### src/rtl/pwm_trip_pkg.sv
package pwm_trip_pkg;
  localparam int ADDR_W = 2;
  localparam logic [ADDR_W-1:0] ADDR_PRIM_MASK = 2'd0;
  localparam logic [ADDR_W-1:0] ADDR_SEC_MASK  = 2'd1;
  localparam logic [ADDR_W-1:0] ADDR_CTRL      = 2'd2;
  localparam logic [ADDR_W-1:0] ADDR_CLEAR     = 2'd3;

  typedef struct packed {
    logic secIrqEn;
    logic primIrqEn;
    logic asyncRoute;
    logic forceBEn;
    logic oneShotEn;
  } tripCfg_t;

  localparam int CFG_W = $bits(tripCfg_t);

  typedef struct packed {
    logic forceTrip;
    logic clrSec;
    logic clrPrim;
    logic clrTrip;
  } tripStrobe_t;
endpackage

### src/rtl/pwm_trip_ctrl.sv
module pwm_trip_ctrl
  import pwm_trip_pkg::*;
#(
  parameter int NUM_TRIP = 12
) (
  input  logic                clk,
  input  logic                rstN,
  input  logic                regWrEn,
  input  logic [ADDR_W-1:0]   regAddr,
  input  logic [NUM_TRIP-1:0] regWrData,
  input  logic                swForce,
  output logic [NUM_TRIP-1:0] primMask,
  output logic [NUM_TRIP-1:0] secMask,
  output tripCfg_t            cfg,
  output tripStrobe_t         strobes
);
  logic unusedHiBits;
  assign unusedHiBits = ^regWrData[NUM_TRIP-1:CFG_W];

  always_ff @(posedge clk or negedge rstN) begin
    if (!rstN) begin
      primMask <= '0;
      secMask  <= '0;
      cfg      <= '0;
    end else if (regWrEn) begin
      case (regAddr)
        ADDR_PRIM_MASK: primMask <= regWrData;
        ADDR_SEC_MASK:  secMask  <= regWrData;
        ADDR_CTRL:      cfg      <= tripCfg_t'(regWrData[CFG_W-1:0]);
        default: ;
      endcase
    end
  end

  always_comb begin
    strobes = '0;
    strobes.forceTrip = swForce;
    if (regWrEn && regAddr == ADDR_CLEAR) begin
      strobes.clrTrip = regWrData[0];
      strobes.clrPrim = regWrData[1];
      strobes.clrSec  = regWrData[2];
    end
  end

  AST_CLEAR_ONLY_ON_WRITE: assert property (@(posedge clk) disable iff (!rstN)
    (strobes.clrTrip || strobes.clrPrim || strobes.clrSec) |-> regWrEn) else $error("clear strobe without write");
endmodule

### src/rtl/pwm_trip_datapath.sv
module pwm_trip_datapath
  import pwm_trip_pkg::*;
#(
  parameter int NUM_TRIP    = 12,
  parameter int SYNC_STAGES = 2
) (
  input  logic                clk,
  input  logic                rstN,
  input  logic [NUM_TRIP-1:0] tripIn,
  input  logic [NUM_TRIP-1:0] primMask,
  input  logic [NUM_TRIP-1:0] secMask,
  input  tripCfg_t            cfg,
  input  tripStrobe_t         strobes,
  input  logic                pwmAIn,
  input  logic                pwmBIn,
  output logic                pwmAOut,
  output logic                pwmBOut,
  output logic                tripActive,
  output logic                primFlag,
  output logic                secFlag,
  output logic                tripIrq
);
  logic primRaw, secRaw;
  logic primSync, secSync;
  logic [SYNC_STAGES-1:0] primPipe, secPipe;
  logic forceLow;

  assign primRaw = |(tripIn & primMask);
  assign secRaw  = |(tripIn & secMask);

  generate
    if (SYNC_STAGES == 1) begin : g_sync1
      always_ff @(posedge clk or negedge rstN) begin
        if (!rstN) begin
          primPipe <= '0;
          secPipe  <= '0;
        end else begin
          primPipe <= primRaw;
          secPipe  <= secRaw;
        end
      end
    end else begin : g_syncN
      always_ff @(posedge clk or negedge rstN) begin
        if (!rstN) begin
          primPipe <= '0;
          secPipe  <= '0;
        end else begin
          primPipe <= {primPipe[SYNC_STAGES-2:0], primRaw};
          secPipe  <= {secPipe[SYNC_STAGES-2:0], secRaw};
        end
      end
    end
  endgenerate

  assign primSync = primPipe[SYNC_STAGES-1];
  assign secSync  = secPipe[SYNC_STAGES-1];

  // Sticky state: a set in the same cycle as a clear wins.
  always_ff @(posedge clk or negedge rstN) begin
    if (!rstN) begin
      tripActive <= 1'b0;
      primFlag   <= 1'b0;
      secFlag    <= 1'b0;
    end else begin
      tripActive <= (cfg.oneShotEn && primSync) || strobes.forceTrip ||
                    (tripActive && !strobes.clrTrip);
      primFlag   <= primSync || (primFlag && !strobes.clrPrim);
      secFlag    <= secSync  || (secFlag  && !strobes.clrSec);
    end
  end

  // Async route overrides the outputs directly from the raw combined fault.
  assign forceLow = tripActive || (cfg.asyncRoute && cfg.oneShotEn && primRaw);
  assign pwmAOut  = pwmAIn && !forceLow;
  assign pwmBOut  = pwmBIn && !(forceLow && cfg.forceBEn);
  assign tripIrq  = (primFlag && cfg.primIrqEn) || (secFlag && cfg.secIrqEn);

  AST_PRIM_SETS_FLAG: assert property (@(posedge clk) disable iff (!rstN)
    primSync |=> primFlag) else $error("primary flag missed");
  AST_PRIM_STICKY: assert property (@(posedge clk) disable iff (!rstN)
    (primFlag && !strobes.clrPrim) |=> primFlag) else $error("primary flag lost");
  AST_SEC_STICKY: assert property (@(posedge clk) disable iff (!rstN)
    (secFlag && !strobes.clrSec) |=> secFlag) else $error("secondary flag lost");
  AST_TRIP_STICKY: assert property (@(posedge clk) disable iff (!rstN)
    (tripActive && !strobes.clrTrip) |=> tripActive) else $error("trip lost");
  AST_FORCE_SETS: assert property (@(posedge clk) disable iff (!rstN)
    strobes.forceTrip |=> tripActive) else $error("force ignored");
  AST_TRIP_A_LOW: assert property (@(posedge clk) disable iff (!rstN)
    tripActive |-> !pwmAOut) else $error("A not forced low");
  AST_B_PASS: assert property (@(posedge clk) disable iff (!rstN)
    (!cfg.forceBEn && pwmBIn) |-> pwmBOut) else $error("B overridden");
  AST_NO_IRQ_IDLE: assert property (@(posedge clk) disable iff (!rstN)
    (!primFlag && !secFlag) |-> !tripIrq) else $error("spurious irq");
endmodule

### src/rtl/pwm_trip_guard.sv
module pwm_trip_guard
  import pwm_trip_pkg::*;
#(
  parameter int NUM_TRIP    = 12,
  parameter int SYNC_STAGES = 2
) (
  input  logic                clk,
  input  logic                rstN,
  input  logic [NUM_TRIP-1:0] tripIn,
  input  logic                pwmAIn,
  input  logic                pwmBIn,
  input  logic                regWrEn,
  input  logic [ADDR_W-1:0]   regAddr,
  input  logic [NUM_TRIP-1:0] regWrData,
  input  logic                swForce,
  output logic                pwmAOut,
  output logic                pwmBOut,
  output logic                tripActive,
  output logic                primFlag,
  output logic                secFlag,
  output logic                tripIrq
);
  logic [NUM_TRIP-1:0] primMask, secMask;
  tripCfg_t            cfg;
  tripStrobe_t         strobes;

  pwm_trip_ctrl #(.NUM_TRIP(NUM_TRIP)) i_ctrl (
    .clk(clk), .rstN(rstN), .regWrEn(regWrEn), .regAddr(regAddr),
    .regWrData(regWrData), .swForce(swForce), .primMask(primMask),
    .secMask(secMask), .cfg(cfg), .strobes(strobes)
  );

  pwm_trip_datapath #(.NUM_TRIP(NUM_TRIP), .SYNC_STAGES(SYNC_STAGES)) i_dp (
    .clk(clk), .rstN(rstN), .tripIn(tripIn), .primMask(primMask),
    .secMask(secMask), .cfg(cfg), .strobes(strobes), .pwmAIn(pwmAIn),
    .pwmBIn(pwmBIn), .pwmAOut(pwmAOut), .pwmBOut(pwmBOut),
    .tripActive(tripActive), .primFlag(primFlag), .secFlag(secFlag),
    .tripIrq(tripIrq)
  );
endmodule

### config.mk
export PLATFORM = sky130hd
export DESIGN_NAME = pwm_trip_guard
export DESIGN_NICKNAME = d
export VERILOG_FILES = /design/src/rtl/pwm_trip_pkg.sv /design/src/rtl/pwm_trip_ctrl.sv /design/src/rtl/pwm_trip_datapath.sv /design/src/rtl/pwm_trip_guard.sv
export SDC_FILE = /design/constraint.sdc
export NUM_CORES = 1
export LEC_CHECK = 0
export ABC_AREA = 1
export BUFFER_PORTS_ARGS = -buffer_cell sky130_fd_sc_hd__buf_2
export CAP_MARGIN = 30
export CORE_UTILIZATION = 40
export CTS_BUF_LIST = sky130_fd_sc_hd__clkbuf_8
export DETAILED_ROUTE_END_ITERATION = 7
export PLACE_DENSITY = 0.67
export RECOVER_POWER = 50
export SYNTH_ARGS = -nofsm -noshare
export SYNTH_HDL_FRONTEND = slang
export SYNTH_HIERARCHICAL = 1
export SYNTH_SLANG_ARGS = --single-unit
### constraint.sdc
create_clock -name clk -period 1.25 [get_ports clk]
set_input_delay 0.0625 -clock clk [delete_from_list [all_inputs] [get_ports clk]]
set_output_delay 0.0625 -clock clk [all_outputs]
set_load 0.02 [all_outputs]
==> impl_metrics.ini <==
[worst_setup_path]
reg2reg_depth = 4
crit_path_end_kind = primary output
required_ns = 1.19
worst_ep_arrival_time_ns = 1.39
crit_type = flip-flop to primary output
worstPathMaxFanout = 2
start_kind = flip-flop

[pwr]
ir_drop_uv = 570
p_comb_share_pct = 17.5
p_per_area_mw_per_mm2 = 1360
sw_frac_of_total_pct = 28.3
leakage_nw = 1.12
clock_power_share_pct = 30.7
p_sw_uw = 778
power.share.sequential_pct = 51.8
internal_power_mw = 1.97

[timing]
finalCritPeriodShare_pct = 116
drv_slew = 0
hold_ws_ns = 0.0200
setup_ws_ns = -0.200
setup_viol = 2
fmax_ghz = 0.690
slew_headroom_pct = 45.8
finClkSkew_ns = 0.00487
worst_slew_pin_slew_ns = 0.810
rsz0062_at_grt = yes
min_period_ns = 1.45
hold_viol_final = 0
finalSetupTns_ns = -0.371

[routing]
via_per_inst = 4.97
postRouteAntennaNets = 0
drtIter0Drc = 139
post_drt_wl_per_cell_um = 13.5
drc = 0
dr.pass1.iters = 4
wl_um = 3960
num_vias = 1455

[synthesis]
synth_nets = 231
async_reset_ff_share_pct = 100
ys_top_cells_by_area = dfrtp_1, nand2_1, nand4_1, nand3_1, buf_6
synthMostInstantiatedCell = nand2_1
syn_avg_cell_area_um2 = 8.59
ys_ff_latch = 36
ys_warn_count = 6
synth_top_cells_by_count = nand2_1, dfrtp_1, nand4_1
synth-edff-count = 0
synth_top_area_share_pct = 52.7
yosysTopAreaCell = dfrtp_1
synth_cell_types = 21
ys_seq_area_share_pct = 52.7
syn_area_mm2 = 0.00171
synth_cells = 199
ys.flop_type = dfrtp_1

[finish]
drive_gt1_share_pct = 24.3
diodes = 0
area_delta_synth_final_pct = 18.1
nets = 274
fill_cells = 407

[clock_tree]
clockRootBuffer = clkbuf_8
clk_pin_slew_ns = 0.07
cts_buffer_depth = 2
htreeDepth = 2
cts_sinks = 36
clk_latency_ns = 0.29
cts_tree = yes
numCtsBuffers = 5

[flow_run]
cap_violations = 0

[global_routing]
grt_pass1_vias = 1360
grt_usage_pct = 19.9
grt_pass1_wl_um = 6540
antenna_found_initial = 0
grt_max_degree = 17
grt.overflow.total = 0

[floorplan]
die_h_um = 67.4
dieArea_mm2 = 0.00454
core_area_mm2 = 0.00406
pin_count = 38
die_x_um = 67.4
rows = 23
start_util_pct = 42.2

[run_status]
status = finished with violations
violations = setup timing

[placement]
globalplace.congestion = 0.799
dp.final_hpwl_um = 2880
portBuffers = 37

[hold_path]
whs_path_depth = 3
min_path_type = input pin to flip-flop
[critical path: stages (launching register included)]
cell and delay [ns]:
dfrtp_1 0.39, nand2_1 0.07, nand2_1 0.05, nor2_1 0.11, nand3_2 0.11, nand2_2 0.07
nand2_2 0.05, a21oi_2 0.11, buf_4 0.15
[stage by stage]
stage	total power, mW	util, %	worst slack (ns)	instance area, um^2	instances
5_1_grt	2.90	49.8	-0.283	2020	293
4_1_cts	2.77	50.2	-0.217	2040	292
3_5_place_dp	1.92	47.3	0.0896	1920	282
2_1_floorplan	1.75	-	0.140	1710	199
6_report	2.75	49.8	-0.200	2020	293
3_3_place_gp	1.91	47.3	0.0897	1920	282
[repair_timing]
item	4_1_cts	5_1_grt
pin swaps	1	0
cloned	0	0
endpoints found under the hold margin	21	0
gates resized for setup	2	1
buffers inserted	0	1
hold buffers	2	0
endpoints found under the setup margin	2	2
[sequential cells by signal (all words and copies together), names as in the netlist]
| signal | flops |
|---|---|
| i_ctrl/cfg | 5 |
| i_ctrl/primMask | 12 |
| i_ctrl/secMask | 12 |
| i_dp/primFlag | 1 |
| i_dp/primPipe | 2 |
| i_dp/secFlag | 1 |
| i_dp/secPipe | 2 |
| i_dp/tripActive | 1 |
[layout by cell type (no fill, tap or decap)]
cell           synthesis  final
nand4_1               17     17
nand3_1               14     16
inv_1                 10     10
nand3_2                3      1
nand2_2                2      3
clkbuf_8               0      6
buf_2                  3     33
nor2_1                 6      7
nor2_2                 1      1
buf_4                  5     11
clkinv_1               0      1
clkinv_2               0      2
o21bai_1               2      2
a21oi_1                1      1
clkbuf_1               0      2
o21ai_0                1      1
dlygate4sd3_1          0      2
a221oi_1               3      3
a22o_1                 1      1
nand2_1               86     85
nand2_4                1      1
dfrtp_1               36     36
a21oi_2                1      1
[final timing paths]
path	slack, ns	end	startpoint
setup / recovery	-0.20	pwmBOut	i_ctrl/primMask[7]$_DFFE_PN0P_
hold / removal	0.02	i_ctrl/primMask[7]$_DFFE_PN0P_	regWrData[7]
setup reg to reg	0.14	i_dp/secPipe[0]$_DFF_PN0_	i_ctrl/secMask[1]$_DFFE_PN0P_
hold reg to reg	0.35	i_dp/primPipe[1]$_DFF_PN0_	i_dp/primPipe[0]$_DFF_PN0_
max in group asynchronous	0.18	i_dp/primPipe[0]$_DFF_PN0_	rstN
min in group asynchronous	0.36	i_ctrl/secMask[7]$_DFFE_PN0P_	rstN
[cell type report]
class                   count  area [um^2]  share of cell area (%)
flip-flops and latches     36          901                    44.6
multi-input cells         140          647                    32.0
repair buffers             48          275                    13.6
clock buffers               6         82.6                    4.09
well taps                  50         62.6                    3.10
inverters                  11         41.3                    2.04
clock inverters             2         10.0                   0.496
[power by group through the flow]
stage	Combinational (mW)	Sequential [mW]	Clock [mW]
after floorplan	0.320	1.43	0
after global placement	0.470	1.44	0
after detailed placement	0.477	1.45	0
after CTS	0.486	1.43	0.856
after global routing	0.555	1.44	0.905
final	0.482	1.43	0.845
[layer usage]
layer	global-route usage [%]	vias to the layer above	share of wire, %
met5	0	-	0
met4	6.38	0	1.1
met3	4.90	4	4.7
met2	30.0	32	46
met1	28.0	685	48
li1	-	734	-
[cell families (layout without fill, tap and decap cells)]
| family | count (synthesis) | count (layout) | synth area share (%) |
|---|---|---|---|
| buffers and inverters | 23 | 67 | 8.12 |
| AND/OR/NAND/NOR | 131 | 131 | 35.2 |
| flip-flops | 36 | 36 | 52.7 |
| AO/OA/AOI/OAI | 9 | 9 | 4.02 |
Note: power is estimated with default switching activity, not from simulation.
